File: src/rtl/keyhold_pkg.sv
package keyhold_pkg;

   typedef enum logic [1:0] {
      KH_IDLE      = 2'd0,
      KH_WARN_WAIT = 2'd1,
      KH_GRACE     = 2'd2,
      KH_SPENT     = 2'd3
   } kh_state_e;

   localparam int KH_TABLE_MS_W = 14;

   // warning-interval lookup, milliseconds
   function automatic logic [KH_TABLE_MS_W-1:0] warn_ms(input logic [3:0] code);
      case (code)
         4'd0:  warn_ms = 14'd0;
         4'd1:  warn_ms = 14'd32;
         4'd2:  warn_ms = 14'd56;
         4'd3:  warn_ms = 14'd80;
         4'd4:  warn_ms = 14'd128;
         4'd5:  warn_ms = 14'd184;
         4'd6:  warn_ms = 14'd272;
         4'd7:  warn_ms = 14'd408;
         4'd8:  warn_ms = 14'd608;
         4'd9:  warn_ms = 14'd904;
         4'd10: warn_ms = 14'd1352;
         4'd11: warn_ms = 14'd2048;
         4'd12: warn_ms = 14'd3072;
         4'd13: warn_ms = 14'd4480;
         4'd14: warn_ms = 14'd6720;
         default: warn_ms = 14'd10256;
      endcase
   endfunction

   // grace-interval lookup, milliseconds
   function automatic logic [KH_TABLE_MS_W-1:0] grace_ms(input logic [2:0] code);
      case (code)
         3'd0: grace_ms = 14'd0;
         3'd1: grace_ms = 14'd10;
         3'd2: grace_ms = 14'd50;
         3'd3: grace_ms = 14'd100;
         3'd4: grace_ms = 14'd250;
         3'd5: grace_ms = 14'd500;
         3'd6: grace_ms = 14'd1000;
         default: grace_ms = 14'd2000;
      endcase
   endfunction

   function automatic logic kind_is_valid(input logic [2:0] kind);
      kind_is_valid = (kind == 3'd0) || (kind == 3'd1) ||
                      (kind == 3'd4) || (kind == 3'd7);
   endfunction

endpackage

File: src/rtl/keyhold_timeout_lut.sv
module keyhold_timeout_lut
   import keyhold_pkg::*;
#(
   parameter int STAGE  = 1,
   parameter int CODE_W = 4,
   parameter int CNT_W  = 14
) (
   input  logic [CODE_W-1:0] code,
   output logic [CNT_W-1:0]  limit
);

   localparam int EXP_CODE_W = (STAGE == 1) ? 4 : 3;

   if (CNT_W < KH_TABLE_MS_W) begin : g_bad_cnt
      $error("keyhold_timeout_lut: CNT_W too small for the table");
   end
   if (CODE_W != EXP_CODE_W) begin : g_bad_code
      $error("keyhold_timeout_lut: CODE_W does not match the stage table");
   end
   if (STAGE != 1 && STAGE != 2) begin : g_bad_stage
      $error("keyhold_timeout_lut: STAGE must be 1 or 2");
   end

   logic [KH_TABLE_MS_W-1:0] raw_ms;

   if (STAGE == 1) begin : g_warn
      assign raw_ms = warn_ms(code[3:0]);
   end else begin : g_grace
      assign raw_ms = grace_ms(code[2:0]);
   end

   // a zero entry finishes on the first tick
   assign limit = (raw_ms == '0) ? CNT_W'(1) : CNT_W'(raw_ms);

endmodule

File: src/rtl/keyhold_stage_timer.sv
module keyhold_stage_timer #(
   parameter int CNT_W = 14
) (
   input  logic             clk,
   input  logic             rst_n,
   input  logic             clear,
   input  logic             run,
   input  logic             tick,
   input  logic [CNT_W-1:0] limit,
   output logic             expire
);

   if (CNT_W < 2) begin : g_bad_w
      $error("keyhold_stage_timer: CNT_W must be at least 2");
   end

   logic [CNT_W-1:0] cnt;
   logic [CNT_W:0]   cnt_next;

   assign cnt_next = {1'b0, cnt} + 1'b1;
   assign expire   = run && tick && (cnt_next >= {1'b0, limit});

   always_ff @(posedge clk or negedge rst_n) begin
      if (!rst_n)
         cnt <= '0;
      else if (clear || expire)
         cnt <= '0;
      else if (run && tick)
         cnt <= cnt_next[CNT_W-1:0];
   end

   // counting moves only on the strobe
   assert_count_on_tick_R10: assert property (@(posedge clk) disable iff (!rst_n)
      (!tick && !clear) |=> $stable(cnt));

   // a cleared timer starts from zero
   assert_clear_zero_R8: assert property (@(posedge clk) disable iff (!rst_n)
      clear |=> (cnt == '0));

endmodule

File: src/rtl/keyhold_reset_seq.sv
module keyhold_reset_seq
   import keyhold_pkg::*;
#(
   parameter int S1_CODE_W = 4,
   parameter int S2_CODE_W = 3,
   parameter int KIND_W    = 3,
   parameter int CNT_W     = 14
) (
   input  logic                 clk,
   input  logic                 rst_n,
   input  logic                 tick_ms,
   input  logic                 key_n,
   input  logic                 bark_en,
   input  logic                 rst_en,
   input  logic [S1_CODE_W-1:0] bark_code,
   input  logic [S2_CODE_W-1:0] rst_code,
   input  logic [KIND_W-1:0]    rst_kind,
   output logic                 bark_pulse,
   output logic                 rst_req,
   output logic [KIND_W-1:0]    rst_kind_q
);

   if (KIND_W != 3) begin : g_bad_kind
      $error("keyhold_reset_seq: KIND_W must be 3");
   end

   kh_state_e        st, st_nxt;
   logic             held;
   logic [CNT_W-1:0] warn_lim, grace_lim;
   logic             warn_exp, grace_exp;
   logic             fire_bark, fire_req;

   assign held = ~key_n;

   keyhold_timeout_lut #(.STAGE(1), .CODE_W(S1_CODE_W), .CNT_W(CNT_W)) u_warn_lut (
      .code (bark_code),
      .limit(warn_lim)
   );

   keyhold_timeout_lut #(.STAGE(2), .CODE_W(S2_CODE_W), .CNT_W(CNT_W)) u_grace_lut (
      .code (rst_code),
      .limit(grace_lim)
   );

   keyhold_stage_timer #(.CNT_W(CNT_W)) u_warn_tmr (
      .clk   (clk),
      .rst_n (rst_n),
      .clear (~held),
      .run   (held && (st == KH_WARN_WAIT)),
      .tick  (tick_ms),
      .limit (warn_lim),
      .expire(warn_exp)
   );

   keyhold_stage_timer #(.CNT_W(CNT_W)) u_grace_tmr (
      .clk   (clk),
      .rst_n (rst_n),
      .clear (~held),
      .run   (held && (st == KH_GRACE)),
      .tick  (tick_ms),
      .limit (grace_lim),
      .expire(grace_exp)
   );

   always_comb begin
      st_nxt = st;
      if (!held) begin
         st_nxt = KH_IDLE;
      end else begin
         case (st)
            KH_IDLE:      st_nxt = KH_WARN_WAIT;
            KH_WARN_WAIT: if (warn_exp)  st_nxt = KH_GRACE;
            KH_GRACE:     if (grace_exp) st_nxt = KH_SPENT;
            default:      st_nxt = KH_SPENT;
         endcase
      end
   end

   assign fire_bark = warn_exp && bark_en;
   assign fire_req  = grace_exp && rst_en && kind_is_valid(rst_kind[2:0]);

   always_ff @(posedge clk or negedge rst_n) begin
      if (!rst_n) begin
         st         <= KH_IDLE;
         bark_pulse <= 1'b0;
         rst_req    <= 1'b0;
         rst_kind_q <= '0;
      end else begin
         st         <= st_nxt;
         bark_pulse <= fire_bark;
         rst_req    <= fire_req;
         if (fire_req)
            rst_kind_q <= rst_kind;
      end
   end

   assert_bark_gated_R3: assert property (@(posedge clk) disable iff (!rst_n)
      bark_pulse |-> $past(bark_en));

   assert_req_support_R5: assert property (@(posedge clk) disable iff (!rst_n)
      rst_req |-> $past(rst_en));

   assert_req_kind_valid_R6: assert property (@(posedge clk) disable iff (!rst_n)
      rst_req |-> kind_is_valid(rst_kind_q[2:0]));

   assert_kind_hold_R7: assert property (@(posedge clk) disable iff (!rst_n)
      !rst_req |-> $stable(rst_kind_q));

   assert_release_idle_R8: assert property (@(posedge clk) disable iff (!rst_n)
      $past(key_n) |-> (st == KH_IDLE));

   assert_bark_single_R9: assert property (@(posedge clk) disable iff (!rst_n)
      bark_pulse |=> !bark_pulse);

   assert_req_single_R9: assert property (@(posedge clk) disable iff (!rst_n)
      rst_req |=> !rst_req);

   assert_pulse_on_tick_R10: assert property (@(posedge clk) disable iff (!rst_n)
      (bark_pulse || rst_req) |-> $past(tick_ms));

   assert_no_overlap_R4: assert property (@(posedge clk) disable iff (!rst_n)
      bark_pulse |-> !rst_req);

endmodule

File: config.mk
export PLATFORM = sky130hd
export DESIGN_NAME = keyhold_reset_seq
export DESIGN_NICKNAME = d
export VERILOG_FILES = /design/src/rtl/keyhold_pkg.sv /design/src/rtl/keyhold_timeout_lut.sv /design/src/rtl/keyhold_stage_timer.sv /design/src/rtl/keyhold_reset_seq.sv
export SDC_FILE = /design/constraint.sdc
export NUM_CORES = 1
export LEC_CHECK = 0
export CAP_MARGIN = 20
export CORE_ASPECT_RATIO = 0.9
export CORE_MARGIN = 2
export CORE_UTILIZATION = 35
export DETAILED_ROUTE_END_ITERATION = 16
export PLACE_DENSITY = 0.59
export SYNTH_ARGS = -nofsm -noshare
export SYNTH_HDL_FRONTEND = slang
export SYNTH_SLANG_ARGS = --single-unit
File: constraint.sdc
create_clock -name clk -period 6.7 [get_ports clk]
set_input_delay 1.005 -clock clk [delete_from_list [all_inputs] [get_ports clk]]
set_output_delay 1.005 -clock clk [all_outputs]
set_load 0.01 [all_outputs]
======== Word-level counts from Yosys, hierarchy flattened ========
Memories as Yosys holds them, arrays and structs flattened.
Cells that the tools add are included.
cells by class
  $add $sub $neg .......................... 2
  order comparisons ....................... 2
  equality and inequality tests ........... 13
  muxes and demuxes ....................... 11
  bitwise gates (word level) .............. 1
  reductions and logical operators ........ 22
operator list
  cell                                                   number
  one-hot mux 11 bit (7 select lines)                    1
  two-way mux 14 bit                                     5
  adder 14 x 1 -> 15 bit, second input constant          2
  logical NOT 14 bit                                     2
  equality test 3 bit, second input constant             5
  >= comparator 15 x 11 -> 1 bit                         1
  >= comparator 15 x 14 -> 1 bit                         1
  two-way mux 11 bit                                     1
  logical AND 1 bit                                      9
  equality test 3 x 1 -> 1 bit, second input constant    2
  equality test 3 x 2 -> 1 bit, second input constant    2
  logical NOT 3 bit                                      2
  two-way mux 2 bit                                      3
  one-hot mux 2 bit (3 select lines)                     1
  logical OR 1 bit                                       5
  nonzero test 2 bit                                     2
  inequality test 3 x 2 -> 1 bit, second input constant  1
  inequality test 3 bit, second input constant           1
  equality test 2 x 1 -> 1 bit, second input constant    1
  equality test 2 bit, second input constant             1
  logical NOT 2 bit                                      1
  AND reduction 2 bit                                    1
  inverter 1 bit                                         1
word-level totals
  register bits after elaboration ......... 35
  ROM bits ................................ 176
  input bits .............................. 16
  output and inout port bits .............. 5
  logic and storage cells ................. 58
  memories kept ........................... 1
memory list
  name              words  width  read ports  clocked after Yosys merged registers in  write ports  line               source
  (name not given)  16     11     1           0                                        0            keyhold_pkg.sv:14  case (code)

======== Depth between registers and ports, before layout ========
  depth in word-level cells ............... 9
  depth in mapped cells ................... 16
  gate-level depth less buffers ........... 15

======== By module ========
A second synthesis with hierarchy kept.
unflattened totals
  cell total of the unflattened synthesis .. 426
  area total of the unflattened synthesis .. 3555.9 µm²
modules (own cells, without submodules)
  module                              instances  cells each  area each (µm²)
  keyhold_stage_timer at u_warn_tmr   1          161         1382.6
  keyhold_stage_timer at u_grace_tmr  1          155         1307.5
  keyhold_timeout_lut at u_warn_lut   1          55          385.4
  keyhold_reset_seq                   1          34          330.3
  keyhold_timeout_lut at u_grace_lut  1          21          150.1

======== Worst setup path before layout ========
No wires, ideal clock.
  kind .................................... input to register
  from .................................... input bark_code[1]
  to ...................................... register u_warn_tmr.cnt[7]
  library setup time ...................... 78 ps
  arrival time ............................ 3742 ps
  required time ........................... 6622 ps
  setup slack ............................. 2880 ps
  cell stages on the path ................. 15
  buffers on the path ..................... 1
  cells stage by stage .................... inv_1 ha_1 nor2b_1 a21o_1 o21ai_0 nand4_1 nor3_1 ha_1 nor4b_2 a31oi_1 o311a_1 or2_1 buf_6 o31ai_2 o2bb2ai_1
between the ends
  longest elaborated chain between the ends .. 7
ends and longest elaborated chain
  element                                                   line                       source
  start, declared                                           keyhold_reset_seq.sv:15    input logic [S1_CODE_W-1:0] bark_code,
  memory read (16 x 11 bit) (*)                             n/a
  logical NOT 14 bit                                        keyhold_timeout_lut.sv:33  assign limit = (raw_ms == '0) ? CNT_W'(1) : CNT_W'(raw_ms);
  two-way mux 14 bit (*)                                    keyhold_timeout_lut.sv:33
  >= comparator 15 x 14 -> 1 bit (*)                        keyhold_stage_timer.sv:21  assign expire = run && tick && (cnt_next >= {1'b0, limit});
  logical AND 1 bit (*)                                     keyhold_stage_timer.sv:21
  logical OR 1 bit (*)                                      keyhold_stage_timer.sv:26  else if (clear || expire)
  two-way mux 14 bit or nonzero test 2 bit (tied branches)  n/a
  end signal, assigned                                      keyhold_stage_timer.sv:29  cnt <= cnt_next[CNT_W-1:0];
  end, declared                                             keyhold_stage_timer.sv:17  logic [CNT_W-1:0] cnt;
Every way passes the cells marked *; elsewhere a longest branch is shown, timed or not.
A chain may end at the register's enable or synchronous reset.

======== Final worst setup path ========
  from .................................... input bark_code[0]
  to ...................................... register u_warn_tmr.cnt[4]
The elaborated chain is that of the path after synthesis.

==> out/metrics.yaml <==
routing:
  vias: 2344
  wl_per_cell_um: 14.20
  drtAntennaViolNets: 0
  dr.first_iter.drc_count: 161
  route.detailed.drc: 0
  wirelength_um: 6105
  vias_per_cell: 5.451
  firstDrtPassIters: 4
worst_setup_path:
  cp_num_buf_inv: 2
  rrSetupSlack_ns: 3.01
  crit_type: "in -> reg"
  startpoint_type: "input pin"
  cp.arrival_ns: 4.68
  cp_max_fo: 8
  required_ns: 6.89
  crit_path_end_kind: "flip-flop"
  crit_slowest_cell: "clkdlybuf4s50_1"
  cp_common_cell: "ha_1"
  cp_slowest_stage_delay_ns: 0.57
  path_cells: "clkdlybuf4s50_1 -> inv_1 -> ha_1 -> nor2b_1 -> a21o_1 -> o21ai_0 -> nand4_1 -> nor3_1 -> ha_1 -> nor4b_2 -> a31oi_1 -> o311a_1 -> nor3_2 -> nand2_1 -> o31ai_1"
  path_delay_family: "simple AND/OR/NAND/NOR gates"
power:
  vdd_drop_max_v: 0.00009577
  total_power_w: 0.0004442
  leakagePower_nw: 1.500
  p_per_area_nw_per_um2: 135.9
timing:
  finalHoldViolCount: 0
  slew_violations: 0
  worst_pin_slew_ns: 0.7825
  rsz0062_at_grt: "no"
  whs_ns: 0.4972
  post-route-period-util_pct: 66.97
  finalClockSkew_ns: 0.01385
  setup_tns_ns: 0
  finalSetupViolations: 0
  relSlewSlack_pct: 47.84
  final.min_clock_period_ns: 4.487
  fmax_mhz: 222.9
floorplan:
  fp.dieArea_um2: 9039
  start_util_pct: 35.98
  die_x_um: 100.0
  die_y_um: 90.40
  ioPinCount: 21
  core_region_area_um2: 8068
  placementRows: 31
yosys:
  syn_avg_cell_area_um2: 9.215
  synth-seq-cells: 35
  synth_cell_types: 56
  ys_seq_area_share_pct: 30.17
  syn_inst: 315
  syn_area_um2: 2903
  synth-edff-count: 0
  async_flop_share_pct: 100.0
  synth_fp_nets: 360
  ys.flop_type: "dfrtp_1"
  yosysWarnings: 0
clock_tree:
  clk_path_buf_depth: 2
  cts-buffers-inserted: 5
  postCtsSetupBuffers: 0
  cts.htree.levels: 2
  cts.sinks: 35
  tritoncts: "yes"
  clk_pin_slew_ns: 0.08
  hold_buffers: 0
  cts_resized: 0
  root_buffer: "clkbuf_8"
  worstSkewPairLatency_ns: 0.30
placed_design:
  dp_hpwl_um: 4674
  gp_congestion: 0.8602
  port_buffers: 20
cells_and_area:
  antenna_cells: 0
  layout-drive-gt1-share_pct: 8.157
  n_fill_cell: 802
  fin_nets: 375
  area_growth_pct: 12.59
global_route:
  antenna_found_initial: 0
  grt_max_degree: 36
  first_global_vias: 2213
  grt_pass1_wl_um: 10630
  grt_usage_pct: 14.48
  grt_overflow_total: 0
worst_hold_path:
  min_path_type: "reg -> reg"
status:
  status: "finished clean"
flow_run:
  drv_cap: 0
sequential cells by signal (all words and copies together), names as in the netlist:
register,count
bark_pulse,1
rst_kind_q,3
rst_req,1
st,2
u_grace_tmr.cnt,14
u_warn_tmr.cnt,14
placed cells by master (no fill, tap or decap), types with 2 or more instances in the layout:
cell type / count
clkdlybuf4s50_1: 19
nor2_1: 17
nor4_1: 4
or3_1: 4
clkbuf_8: 6
nand2b_1: 9
a211o_1: 3
o31ai_2: 2
nor3_2: 2
nor3_1: 7
mux2i_1: 3
nor3b_1: 2
inv_1: 8
a21oi_1: 15
nand2_1: 25
mux2_4: 4
mux2_2: 2
nand3_1: 16
ha_1: 29
and3_1: 8
xor2_1: 8
a22o_1: 7
nand4_1: 5
and2_1: 4
o31ai_1: 5
xnor2_1: 15
o21ai_0: 13
a211oi_1: 2
o2bb2ai_1: 5
nor2b_1: 8
a21o_1: 7
o21ai_1: 2
o21bai_1: 2
dfrtp_1: 35
nand3b_1: 3
worst reg2reg max path, cell delays in order (launching register included):
cell	delay, ns
dfrtp_1	0.45
ha_1	0.27
nand3_1	0.22
or3_1	0.51
nor2_1	0.23
xor2_1	0.20
ha_1	0.26
a21o_1	0.18
a21o_1	0.17
a211o_1	0.32
or2_1	0.38
o31ai_1	0.27
o2bb2ai_1	0.14
cells by family after synthesis:
family                     Yosys count  synth area share, %
and+or+nand+nor                    122                24.01
buffers and inverters               21                2.974
muxes                                9                3.879
DFF                                 35                30.17
adders and majority gates           29                12.50
AOI/OAI and AO/OA                   76                19.53
xor gates and xnor gates            23                6.940
path summary, 6_finish.rpt:
| path | startpoint | to | cells past startpoint |
|---|---|---|---|
| setup / recovery | bark_code[0] | u_warn_tmr.cnt[4]$_DFFE_PN0P_ | 15 |
| hold / removal | u_grace_tmr.cnt[13]$_DFFE_PN0P_ | u_grace_tmr.cnt[13]$_DFFE_PN0P_ | 1 |
| setup reg to reg | u_warn_tmr.cnt[0]$_DFFE_PN0P_ | u_warn_tmr.cnt[12]$_DFFE_PN0P_ | 12 |
| hold reg to reg | u_grace_tmr.cnt[13]$_DFFE_PN0P_ | u_grace_tmr.cnt[13]$_DFFE_PN0P_ | 1 |
| max in group asynchronous | rst_n | u_warn_tmr.cnt[11]$_DFFE_PN0P_ | 1 |
| min in group asynchronous | rst_n | bark_pulse$_DFF_PN0_ | 1 |
cell usage after synthesis (7+ instances only):
master	count	area, µm²
a21o_1	7	52.55
a21oi_1	15	75.07
a22o_1	7	61.31
and3_1	8	50.05
clkbuf_1	12	45.04
dfrtp_1	35	875.8
ha_1	29	362.9
inv_1	8	30.03
nand2_1	25	93.84
nand2b_1	9	56.30
nand3_1	16	80.08
nor2_1	17	63.81
nor2b_1	8	50.05
nor3_1	7	35.03
o21ai_0	13	65.06
xnor2_1	15	131.4
xor2_1	8	70.07
layer usage:
metal  track usage, %  up-vias  wire [µm]
li1                 -     1186          -
met5                0        -          0
met3            2.864        7        246
met1            21.64     1106       3202
met4            4.680        0         93
met2            20.78       45       2562
cell type report:
type / instances / area [µm²] / share of cell area [%]
clock buffers: 7 / 86.33 / 2.642
clock inverters: 1 / 8.758 / 0.2680
inverters: 8 / 30.03 / 0.9188
multi-input cells: 259 / 1941 / 59.38
flip-flops and latches: 35 / 875.8 / 26.80
well taps: 99 / 123.9 / 3.790
repair buffers: 21 / 202.7 / 6.202
power breakdown:
group / switching [W] / total (W) / internal [W]
Clock: 0.0000807 / 0.000165 / 0.0000843
Combinational: 0.0000383 / 0.0000656 / 0.0000272
Sequential: 0.00000134 / 0.000214 / 0.000212
per-stage QoR:
stage,setup slack (ns),area (µm²),instances,utilization [%]
after detailed placement,1.933,3166,421,39.24
final,2.213,3268,430,40.51
after CTS,2.230,3261,429,40.42
after floorplan,2.880,2903,315,-
after global routing,1.935,3268,430,40.51
after global placement,2.036,3166,421,39.24
Note: power is estimated with default switching activity, not from simulation.
